[src/rtl/cec_tx_pkg.sv]
package cec_tx_pkg;
    typedef enum logic [2:0] {
        ST_IDLE,
        ST_START,
        ST_DATA,
        ST_EOM,
        ST_ACK
    } tx_state_e;
endpackage

[src/rtl/cec_tick_gen.sv]
module cec_tick_gen #(
    parameter int DIV_W = 12
) (
    input  logic             clk,
    input  logic             rst_n,
    input  logic             clr,
    input  logic [DIV_W-1:0] div_cnt,
    output logic             tick
);
    logic [DIV_W-1:0] pcnt;
    logic [DIV_W:0]   pnext;

    assign pnext = {1'b0, pcnt} + (DIV_W + 1)'(1);
    assign tick  = !clr && (pnext >= {1'b0, div_cnt});

    always_ff @(posedge clk or negedge rst_n) begin
        if (!rst_n)
            pcnt <= '0;
        else if (clr || tick)
            pcnt <= '0;
        else
            pcnt <= pcnt + DIV_W'(1);
    end
endmodule

[src/rtl/cec_symbol_timer.sv]
module cec_symbol_timer #(
    parameter int TICK_W = 8
) (
    input  logic              clk,
    input  logic              rst_n,
    input  logic              clr,
    input  logic              tick,
    input  logic              load,
    input  logic [TICK_W-1:0] low_len,
    input  logic [TICK_W-1:0] period,
    input  logic [TICK_W-1:0] sample_at,
    input  logic              line_in,
    output logic              drive_low,
    output logic              done,
    output logic              line_sample
);
    localparam logic [TICK_W-1:0] T_ONE = TICK_W'(1);

    logic              active;
    logic [TICK_W-1:0] cnt;

    assign done      = active && tick && (cnt == period - T_ONE);
    assign drive_low = active && (cnt < low_len);

    always_ff @(posedge clk or negedge rst_n) begin
        if (!rst_n) begin
            active      <= 1'b0;
            cnt         <= '0;
            line_sample <= 1'b1;
        end else if (clr) begin
            active      <= 1'b0;
            cnt         <= '0;
            line_sample <= 1'b1;
        end else if (load) begin
            active <= 1'b1;
            cnt    <= '0;
        end else if (active && tick) begin
            if (cnt == sample_at)
                line_sample <= line_in;
            if (done)
                active <= 1'b0;
            else
                cnt <= cnt + T_ONE;
        end
    end
endmodule

[src/rtl/cec_frame_tx.sv]
module cec_frame_tx
    import cec_tx_pkg::*;
#(
    parameter int DIV_W     = 12,
    parameter int TICK_W    = 8,
    parameter int NUM_WORDS = 4,
    localparam int NUM_BYTES = NUM_WORDS * 4,
    localparam int LEN_W     = $clog2(NUM_BYTES),
    localparam int DATA_W    = NUM_WORDS * 32
) (
    input  logic              clk,
    input  logic              rst_n,
    input  logic [DIV_W-1:0]  div_cnt,
    input  logic [TICK_W-1:0] t_start_low,
    input  logic [TICK_W-1:0] t_start_period,
    input  logic [TICK_W-1:0] t_zero_low,
    input  logic [TICK_W-1:0] t_one_low,
    input  logic [TICK_W-1:0] t_bit_period,
    input  logic [TICK_W-1:0] t_ack_sample,
    input  logic [DATA_W-1:0] tx_data,
    input  logic [LEN_W-1:0]  tx_len_m1,
    input  logic              tx_start,
    input  logic              tx_soft_reset,
    input  logic              cec_line_in,
    output logic              cec_drive_low,
    output logic              tx_busy,
    output logic              tx_good,
    output logic              tx_done_irq
);
    tx_state_e         state;
    logic [LEN_W-1:0]  byte_idx;
    logic [2:0]        bit_idx;
    logic              attempt;
    logic              armed;
    logic              start_q;
    logic [1:0]        line_sync;

    logic              tick;
    logic              sym_done;
    logic              line_sample;
    logic [TICK_W-1:0] sym_low;
    logic [TICK_W-1:0] sym_period;
    logic [7:0]        cur_byte;
    logic              last_byte;
    logic              start_rise;
    logic              acked;

    assign cur_byte   = tx_data[{byte_idx, 3'b000} +: 8];
    assign last_byte  = (byte_idx == tx_len_m1);
    assign start_rise = tx_start && !start_q;
    assign acked      = !line_sample;
    assign tx_busy    = (state != ST_IDLE);

    cec_tick_gen #(.DIV_W(DIV_W)) u_tick (
        .clk     (clk),
        .rst_n   (rst_n),
        .clr     (tx_soft_reset),
        .div_cnt (div_cnt),
        .tick    (tick)
    );

    cec_symbol_timer #(.TICK_W(TICK_W)) u_sym (
        .clk         (clk),
        .rst_n       (rst_n),
        .clr         (tx_soft_reset),
        .tick        (tick),
        .load        (armed),
        .low_len     (sym_low),
        .period      (sym_period),
        .sample_at   (t_ack_sample),
        .line_in     (line_sync[1]),
        .drive_low   (cec_drive_low),
        .done        (sym_done),
        .line_sample (line_sample)
    );

    // Symbol shape chosen by the current state
    always_comb begin
        sym_low    = t_one_low;
        sym_period = t_bit_period;
        unique case (state)
            ST_IDLE: begin
                sym_low    = t_one_low;
                sym_period = t_bit_period;
            end
            ST_START: begin
                sym_low    = t_start_low;
                sym_period = t_start_period;
            end
            ST_DATA:  sym_low = cur_byte[bit_idx] ? t_one_low : t_zero_low;
            ST_EOM:   sym_low = last_byte ? t_one_low : t_zero_low;
            ST_ACK:   sym_low = t_one_low;
        endcase
    end

    // State register and frame bookkeeping
    always_ff @(posedge clk or negedge rst_n) begin
        if (!rst_n) begin
            state       <= ST_IDLE;
            byte_idx    <= '0;
            bit_idx     <= 3'd7;
            attempt     <= 1'b0;
            armed       <= 1'b0;
            start_q     <= 1'b0;
            line_sync   <= 2'b11;
            tx_good     <= 1'b0;
            tx_done_irq <= 1'b0;
        end else begin
            start_q     <= tx_start;
            line_sync   <= {line_sync[0], cec_line_in};
            armed       <= 1'b0;
            tx_done_irq <= 1'b0;
            if (tx_soft_reset) begin
                state <= ST_IDLE;
            end else begin
                unique case (state)
                    ST_IDLE: if (start_rise) begin
                        state    <= ST_START;
                        attempt  <= 1'b0;
                        byte_idx <= '0;
                        tx_good  <= 1'b0;
                        armed    <= 1'b1;
                    end
                    ST_START: if (sym_done) begin
                        state   <= ST_DATA;
                        bit_idx <= 3'd7;
                        armed   <= 1'b1;
                    end
                    ST_DATA: if (sym_done) begin
                        armed <= 1'b1;
                        if (bit_idx == 3'd0)
                            state <= ST_EOM;
                        else
                            bit_idx <= bit_idx - 3'd1;
                    end
                    ST_EOM: if (sym_done) begin
                        state <= ST_ACK;
                        armed <= 1'b1;
                    end
                    ST_ACK: if (sym_done) begin
                        if (acked) begin
                            if (last_byte) begin
                                state       <= ST_IDLE;
                                tx_good     <= 1'b1;
                                tx_done_irq <= 1'b1;
                            end else begin
                                state    <= ST_DATA;
                                byte_idx <= byte_idx + LEN_W'(1);
                                bit_idx  <= 3'd7;
                                armed    <= 1'b1;
                            end
                        end else if (!attempt) begin
                            state    <= ST_START;
                            attempt  <= 1'b1;
                            byte_idx <= '0;
                            armed    <= 1'b1;
                        end else begin
                            state       <= ST_IDLE;
                            tx_done_irq <= 1'b1;
                        end
                    end
                endcase
            end
        end
    end
endmodule

[config.mk]
export PLATFORM = sky130hd
export DESIGN_NAME = cec_frame_tx
export DESIGN_NICKNAME = d
export VERILOG_FILES = /design/src/rtl/cec_tx_pkg.sv /design/src/rtl/cec_tick_gen.sv /design/src/rtl/cec_symbol_timer.sv /design/src/rtl/cec_frame_tx.sv
export SDC_FILE = /design/constraint.sdc
export NUM_CORES = 1
export LEC_CHECK = 0
export BUFFER_PORTS_ARGS = -buffer_cell sky130_fd_sc_hd__buf_2
export CAP_MARGIN = 20
export CORE_MARGIN = 2
export CORE_UTILIZATION = 50
export DETAILED_ROUTE_END_ITERATION = 12
export PLACE_DENSITY = 0.84
export SLEW_MARGIN = 20
export SYNTH_ARGS = -nofsm -noshare
export SYNTH_HDL_FRONTEND = slang
export SYNTH_SLANG_ARGS = --single-unit
[constraint.sdc]
create_clock -name clk -period 4.4 [get_ports clk]
set_input_delay 0.44 -clock clk [delete_from_list [all_inputs] [get_ports clk]]
set_output_delay 0.44 -clock clk [all_outputs]
set_load 0.01 [all_outputs]
==> Word level (Yosys, flattened, before mapping) <==
Index checks and enable logic that the tools add are counted.
{ "totals": {"latchBits": 0, "inputBits": 197, "mem_bits_ro": 0, "n_memories": 0, "mem_bits_rw": 0, "reg_bits": 39, "word_cells": 142, "out_inout_bits": 4} }
{ "classes": {"eq_ne": 26, "n_addsub": 6, "n_mul": 0, "n_div": 0, "magnitude_cmp": 3, "mux": 65, "bitwise_logic": 1, "shifts": 1, "n_reduce_logical": 27} }
{ "ops": {"columns": ["op", "count"], "rows": [
  ["variable part select 128 x 8 -> 8 bit", 1],
  ["2-to-1 mux 8 bit", 7],
  ["2-to-1 mux 3 bit", 14],
  ["case mux 8 bit (4 select lines)", 1],
  ["2-to-1 mux 1 bit", 29],
  ["inequality test 3 bit (second input constant)", 8],
  ["2-to-1 mux 4 bit", 5],
  ["inequality test 2 bit (second input constant)", 9],
  ["AND reduction 6 bit", 3],
  ["equality test 8 bit", 2],
  ["case mux 3 bit (5 select lines)", 1],
  ["adder 12 x 1 -> 13 bit (second input constant)", 1],
  ["greater-or-equal comparator 13 x 12 -> 1 bit", 1],
  ["adder 12 x 1 -> 12 bit (second input constant)", 1],
  ["2-to-1 mux 12 bit", 1],
  ["nonzero test 3 bit", 4],
  ["case mux 3 bit (3 select lines)", 1],
  ["adder 8 x 1 -> 8 bit (second input constant)", 1],
  ["< comparator 8 bit", 1],
  ["case mux 4 bit (2 select lines)", 1],
  ["AND reduction 8 bit", 1],
  ["subtractor 8 x 1 -> 8 bit (second input constant)", 1],
  ["equality test 3 x 2 -> 1 bit (second input constant)", 2],
  ["logical NOT 3 bit", 2],
  ["22 further kinds", 31]
]} }

==> Longest topological paths before layout <==
Gate-level depths: netlist of run 1.
{ "logic_depth": {"depth_word": 9, "ltp_mapped": 18, "depth_no_buf": 14} }

==> Modules after synthesis <==
From an unflattened synthesis of run 1, not the netlist that was laid out.
{ "hier_totals": {"hier_cells": 521, "area_unflattened_um2": 4822.1} }
{ "modules_own_cells": {"columns": ["mod", "n_inst", "cells_each", "area_per_inst_um2"], "rows": [
  ["cec_frame_tx", 1, 293, 2762.6],
  ["cec_symbol_timer", 1, 125, 1061.0],
  ["cec_tick_gen", 1, 103, 998.5]
]} }

==> Worst setup path after synthesis of run 1 <==
Ideal clock, no wire load.
{ "synth_timing": {"path_kind": "flip-flop to output port", "start": "register byte_idx[0]", "end": "output cec_drive_low", "t_arrival_ps": 3483, "n_path_buf": 4, "path_stages_with_launch": 19, "slack_ps": 477, "required_time_ps": 3960, "path_cell_list": "dfrtp_1 buf_4 buf_6 buf_6 and2_1 buf_2 a221oi_2 o21ai_0 nand3_1 mux2i_1 a211oi_4 mux2i_1 o21a_1 ha_1 nand4_1 nor2_1 o211a_1 and2_1 a221oi_1"} }
{ "synth_via": {"elab_chain_len": 7, "word_cells_on_any_way": 9, "cone_classes": "order compare (1); eq/ne (1); shift (1); mux (5); reduce/logical (1)"} }
{ "synth_rtl": {"columns": ["element", "line_no", "rtl"], "rows": [
  ["start, declared", "cec_frame_tx.sv:31", "logic [LEN_W-1:0] byte_idx;"],
  ["start signal, assigned", "cec_frame_tx.sv:148", "byte_idx <= byte_idx + LEN_W'(1);"],
  ["variable part select 128 x 8 -> 8 bit", "cec_frame_tx.sv:48", "assign cur_byte = tx_data[{byte_idx, 3'b000} +: 8];"],
  ["binary-select mux 1 bit (select 3 bit)", "cec_frame_tx.sv:90", "ST_DATA: sym_low = cur_byte[bit_idx] ? t_one_low : t_zero_low;"],
  ["2-to-1 mux 1 bit (not written as such)", "cec_frame_tx.sv:90", null],
  ["2-to-1 mux 8 bit", "cec_frame_tx.sv:90", null],
  ["case mux 8 bit (4 select lines) (*)", "cec_frame_tx.sv:81", "unique case (state)"],
  ["< comparator 8 bit (*)", "cec_symbol_timer.sv:23", "assign drive_low = active && (cnt < low_len);"],
  ["logical AND 1 bit (*)", "cec_symbol_timer.sv:23", null],
  ["end, declared", "cec_frame_tx.sv:25", "output logic cec_drive_low,"]
]} }
Mark *: on every way between the ends. The rest lies on a longest branch, timed or not. The select of a mux whose other input is x is not followed.

==> Worst setup path after layout of run 1 <==
Ends and elaborated chain as after synthesis.

==> results of run 1 <==
==> cells by family (layout without fill, tap and decap cells) <==
kind of cell / Yosys count / after routing / share of synthesized area
other: 0 / 1 / 0
DFF: 39 / 39 / 0.2041
AOI/OAI and AO/OA: 127 / 127 / 0.1968
and+or+nand+nor: 171 / 171 / 0.1901
muxes: 83 / 83 / 0.2181
buffers and inverters: 63 / 262 / 0.05972
xor gates and xnor gates: 35 / 35 / 0.06362
adders and majority gates: 26 / 26 / 0.06751
==> routing by layer <==
metal  global-route usage  vias up  share of wire
li1                     -     2476              -
met1               0.3461     2522           0.39
met2               0.5202      302           0.49
met3              0.06361       75          0.079
met4               0.1405        0          0.046
met5                    0        -              0
==> power by group <==
group | switching [W] | internal, W
Clock | 0.000132 | 0.000169
Sequential | 0.0000160 | 0.000373
Combinational | 0.000250 | 0.000244
==> worst max-delay path, stage by stage, from the launching register on <==
cell,delay (ns)
dfrtp_2,0.48
buf_12,0.16
mux4_2,0.51
a22o_1,0.23
o21ai_2,0.18
nand3_2,0.15
mux2i_4,0.21
a211oi_4,0.10
buf_12,0.16
buf_4,0.13
mux2i_1,0.11
o21a_1,0.17
ha_1,0.27
nand2_1,0.06
nor2_1,0.05
o211a_1,0.13
and2_4,0.16
a221oi_2,0.25
buf_2,0.18
==> state kept, by name, summed over array words and instances, names as in the netlist <==
register           cells
armed                  1
attempt                1
bit_idx                3
byte_idx               4
line_sync              2
start_q                1
state                  3
tx_done_irq            1
tx_good                1
u_sym.active           1
u_sym.cnt              8
u_sym.line_sample      1
u_tick.pcnt           12
==> cells in the mapped netlist (4+ instances only) <==
library cell and n:
a211o_1 4, a211oi_1 9, a21oi_1 17, a221oi_1 5
a222oi_1 7, a22o_1 7, a22oi_1 11, a31oi_1 5
and2_1 6, and3_1 18, buf_2 5, buf_4 6
clkbuf_1 18, dfrtp_1 33, dfstp_2 6, ha_1 26
inv_1 29, mux2_2 5, mux2i_1 60, mux4_2 17
nand2_1 26, nand2b_1 5, nand3_1 20, nand4_1 12
nor2_1 36, nor2b_1 11, nor3_1 16, nor4_1 5
o211ai_1 4, o21a_1 9, o21ai_0 18, o22ai_1 7
xnor2_1 24, xor2_1 11
==> final cells by class <==
| class | instances | area (µm²) |
|---|---|---|
| multi-input combinational | 442 | 3643 |
| fill | 724 | 2992 |
| timing repair buffer | 224 | 1271 |
| sequential | 39 | 988.4 |
| tap | 129 | 161.4 |
| inverter | 30 | 112.6 |
| clock buffer | 5 | 68.82 |
| clock inverter | 3 | 43.79 |
| antenna | 1 | 2.502 |
==> metrics by stage <==
stage,instance area (µm²),power (W),TNS [ns],setup slack (ns)
5_1_grt,6292,0.001245,-0.1435,-0.1435
3_3_place_gp,5914,0.0008082,0,0.2246
6_report,6292,0.001183,-0.01937,-0.01937
3_5_place_dp,5914,0.0008241,0,0.05727
2_1_floorplan,4818,0.0006560,0,0.4771
4_1_cts,6188,0.001159,0,0.001313
==> timing repair <==
action / 4_1_cts / 5_1_grt
gates resized for setup: 15 / 14
endpoints found under the hold margin: 0 / 0
setup buffers: 6 / 6
endpoints found under the setup margin: 1 / 1
hold buffers: 0 / 0
gates cloned: 2 / 0
pin swaps: 8 / 13
==> how the worst min path moves through the flow <==
stage,start,endpoint,depth (start not counted)
floorplan,rst_n,armed,0
global placement,line_sync[0],line_sync[1],0
detailed placement,line_sync[0],line_sync[1],0
CTS,cec_line_in,line_sync[0],1
global route,cec_line_in,line_sync[0],1
finish,cec_line_in,line_sync[0],1
==> placed cells by master (no fill, tap or decap), types with 4 or more instances in the layout <==
cell type / count
mux2i_1: 59
xnor2_1: 24
dfrtp_1: 31
buf_12: 4
mux2_2: 5
nor2_1: 35
and3_1: 18
nand4_1: 12
and2_1: 4
nor4_1: 5
nand2b_1: 5
nor2b_1: 9
a211oi_1: 9
nor3_1: 15
a21oi_1: 16
o22ai_1: 7
inv_1: 29
o21a_1: 9
a22o_1: 7
clkbuf_8: 5
nand3_1: 17
o211ai_1: 4
a211o_1: 4
nand3_2: 4
buf_4: 18
o21ai_0: 13
a22oi_1: 11
a31oi_1: 5
nand2_1: 26
ha_1: 25
xor2_1: 11
buf_2: 200
a222oi_1: 7
mux4_2: 17
dfstp_2: 6
a221oi_2: 4
==> impl_metrics.ini, run 1 <==
[synth]
synth.area.top_cells = dfrtp_1 17%, mux2i_1 12%, mux4_2 7.9%, ha_1 6.8%, xnor2_1 4.4%
synth_area_per_cell_um2 = 8.857
yosysWarnings = 0
synth-seq-area-share = 0.2041
synth_nets = 767
synth-edff-count = 0
syn-instance-count = 544
synth_area_um2 = 4818
yosysUniqueCellTypes = 68
ys.flop_type = dfrtp_1
synth_top_area_cell = dfrtp_1
async_flop_share = 1.000
synth_top_area_frac = 0.1714
synth-seq-cells = 39

[detailed_routing]
drt_iter0_drc = 424
drc_errors = 0
vias_per_cell = 6.157
wl_mm = 15.91
first_pass_iters = 8
vias = 5375
wl_per_cell_um = 18.22
antenna_left = 0

[sta]
setup_slack_ns = -0.01937
setup_viol = 1
fin_skew_ns = 0.006944
timing.final.max_slew_violations = 0
min_period_ns = 4.419
timing.fmax_ghz = 0.2263
fin_worst_hold_slack_ns = 0.2427
rsz0062_at_grt = true
final-hold-violation-count = 0
finalCritPeriodShare = 1.004
slew-limit-headroom = 0.4224
tightest_slew_ns = 0.8632

[floorplanning]
core_um2 = 9284
start_util = 0.5190
die_x_um = 102.2
rows = 35
die_area_um2 = 10440
ioPinCount = 201
die_y_um = 102.2

[clock_network]
numCtsBuffers = 5
ctsHtreeMaxLevel = 2
clock_latency_ns = 0.30
path_clk_slew_ns = 0.08
cts_root_buf = clkbuf_8
cts_tree = built
clockBufferDepth = 2
clock_sinks = 39

[layout]
final_nets = 965
areaGrowthSynthToFinish_pct = 30.59
layout-drive-gt1-share = 0.3943
final_cells = 873
final_util = 0.6778

[job]
cap_viol_max_count = 0

[worst_setup_path]
crit_end = cec_drive_low
ff2ff_path_depth = 13
startpoint = byte_idx[0]
crit_type = flop to primary output
cp.arrival_ns = 3.98
cp-end-kind = primary output
r2r_slack_ns = 0.66
reg2reg_from = u_tick.pcnt[2]
startpoint_type = flop
cp_max_fo = 7
worstPathRequired_ns = 3.96
r2r_end = byte_idx[3]

[place]
dp.cells = 851
place.gp.congestion = 0.9224
io_buffers = 200
dp_hpwl_mm = 12.26

[hold_path]
hold_class = input port to flop

[global_routing]
grt_start_max_net_pins = 40
grt-ovfl-total = 0
grt_pass1_wl_mm = 24.74
grt_pass1_vias = 5340
antenna_found_initial = 1
grt_usage = 0.2970

[power_and_ir_drop]
p_per_area_nw_per_um2 = 188.0
ir_drop_v = 0.0001981
p_leak_nw = 2.949

[status]
status = finished, violations left
violations = negative setup slack
Note: power is estimated with default switching activity, not from simulation.
==> run 2, diff against run 1 <==
--- a/config.mk
+++ b/config.mk
@@ -7,10 +7,12 @@
 export LEC_CHECK = 0
 export BUFFER_PORTS_ARGS = -buffer_cell sky130_fd_sc_hd__buf_2
 export CAP_MARGIN = 20
+export CELL_PAD_IN_SITES_DETAIL_PLACEMENT = 1
+export CELL_PAD_IN_SITES_GLOBAL_PLACEMENT = 2
 export CORE_MARGIN = 2
-export CORE_UTILIZATION = 50
+export CORE_UTILIZATION = 28
 export DETAILED_ROUTE_END_ITERATION = 12
-export PLACE_DENSITY = 0.84
+export PLACE_DENSITY = 0.83
 export SLEW_MARGIN = 20
 export SYNTH_ARGS = -nofsm -noshare
 export SYNTH_HDL_FRONTEND = slang
==> impl_metrics.ini, run 2 (same netlist as run 1, synthesis figures left out) <==
[status]
status = finished, final reports clean

[layout]
final_nets = 983
final_cell_mix = 200 x buf_2, 60 x mux2i_1, 36 x buf_4
areaGrowthSynthToFinish_pct = 35.55
largest_reg_flops = 12
final_common_cell = buf_2
regMostFlops = u_tick.pcnt
diodes = 0
biggestRegsByFlops = u_tick.pcnt (12), u_sym.cnt (8), byte_idx (4)
layout-drive-gt1-share = 0.4034

[clock_network]
clock_sinks = 39
cts_tree = built
clock_latency_ns = 0.28
clockBufferDepth = 2
ctsHtreeMaxLevel = 2
cts_hold_buf = 0
path_clk_slew_ns = 0.06
numCtsBuffers = 5
cts_root_buf = clkbuf_16

[worst_setup_path]
cp_slowest_stage_delay_ns = 0.49
cp.arrival_ns = 3.93
crit_type = flop to primary output
path_cells = buf_4 > buf_4 > mux4_2 > o21ai_1 > nand4_1 > nor2_2 > a211oi_4 > buf_12 > mux2i_1 > o21a_1 > ha_1 > nand4_1 > nor2_1 > o211a_1 > and2_4 > a221oi_4 > buf_2
startpoint_type = flop
startpoint = byte_idx[1]
worst-path-buf-inv = 4
r2r_slack_ns = 0.52
cp-end-kind = primary output
r2r_end = byte_idx[3]
cp.depth = 17
slowest_stage = mux4_2
ff2ff_path_depth = 13
reg2reg_from = u_tick.pcnt[2]
worstPathRequired_ns = 3.96
cp_top_family = compound AO/OA/AOI/OAI gates
cp_max_fo = 8
crit_end = cec_drive_low

[global_routing]
use_met2 = 0.3804
use_met3 = 0.03143
grt_usage = 0.1980
grt_pass1_vias = 5778
grtUsageMet1 = 0.2320
antenna_found_initial = 0
grt_start_max_net_pins = 40
grt-ovfl-total = 0
grt-busiest-layer = met2
grt_pass1_wl_mm = 29.24

[sta]
tightest_slew_ns = 0.9037
min_period_ns = 4.374
slew-limit-headroom = 0.3975
timing.fmax_ghz = 0.2286
setup_viol = 0
fin_skew_ns = 0.004811
rsz0062_at_grt = true
final-hold-violation-count = 0
finalCritPeriodShare = 0.9941
timing.final.max_slew_violations = 0
setup_slack_ns = 0.02601
fin_worst_hold_slack_ns = 0.2591
finalSetupTns_ns = 0

[floorplanning]
die_x_um = 135.2
die_area_um2 = 18270
ioPinCount = 201
rows = 47
die_y_um = 135.2
start_util = 0.2885
core_um2 = 16700

[detailed_routing]
drt_iter0_drc = 234
vias = 5271
first_pass_iters = 5
antenna_left = 0
wl_per_cell_um = 18.70
vias_per_cell = 5.373
drc_errors = 0
wl_mm = 18.35

[place]
io_buffers = 200
place.gp.congestion = 0.8196
dpl_worst_slack_ns = 0.04649
dp_hpwl_mm = 14.80

[job]
cap_viol_max_count = 0

[power_and_ir_drop]
p_per_area_nw_per_um2 = 193.3
p_leak_nw = 3.046
ir_drop_v = 0.0001519

[hold_path]
hold_class = input port to flop
-- run 2: cell count changes in the layout (fill, tap and decap cells not counted), sizes merged --
cell	before	now
clkbuf	5	7
bufinv	1	0
clkinv	3	2
buf	224	242
diode	1	0
-- run 2: area by class of cell --
| type | instances | area (µm²) |
|---|---|---|
| fillers | 2028 | 10170 |
| multi-input cells | 442 | 3638 |
| repair buffers | 242 | 1381 |
| flip-flops and latches | 39 | 985.9 |
| well taps | 220 | 275.3 |
| clock buffers | 7 | 132.6 |
| inverters | 30 | 112.6 |
| clock inverters | 1 | 5.005 |
-- run 2: metrics by stage --
| step | utilization | cells | power (W) | instance area, µm² |
|---|---|---|---|---|
| 2_1_floorplan | - | 544 | 0.0006560 | 4818 |
| 5_1_grt | 0.3911 | 981 | 0.001340 | 6531 |
| 3_3_place_gp | 0.3663 | 954 | 0.0008337 | 6118 |
| 6_report | 0.3911 | 981 | 0.001262 | 6531 |
| 4_1_cts | 0.3846 | 977 | 0.001254 | 6422 |
| 3_5_place_dp | 0.3663 | 954 | 0.0008526 | 6118 |
-- run 2: how the worst min path moves through the flow --
stage / from / endpoint / slack (ns) / depth (start not counted)
5_1_grt: cec_line_in / line_sync[0] / 0.26 / 1
2_1_floorplan: rst_n / armed / 0.14 / 0
6_report: cec_line_in / line_sync[0] / 0.26 / 1
3_5_place_dp: line_sync[0] / line_sync[1] / 0.35 / 0
3_3_place_gp: line_sync[0] / line_sync[1] / 0.35 / 0
4_1_cts: cec_line_in / line_sync[0] / 0.26 / 1
-- run 2: metal layers --
layer  vias to the layer above  wire (µm)
li1                       2513          -
met1                      2555       7543
met2                       183       9561
met3                        20        975
met4                         0        267
met5                         -          0
-- run 2: report_power, final --
part	switching, W	total, W	internal (W)	leakage, nW
clock network	0.000142	0.000352	0.000210	0.0679
logic	0.000257	0.000522	0.000265	2.46
registers	0.0000150	0.000388	0.000373	0.515
-- run 2: repair_timing --
action | 4_1_cts | 5_1_grt
gates resized for setup | 10 | 19
gates cloned | 1 | 0
pin swaps | 7 | 10
buffers inserted | 14 | 4
setup endpoints to repair | 1 | 1
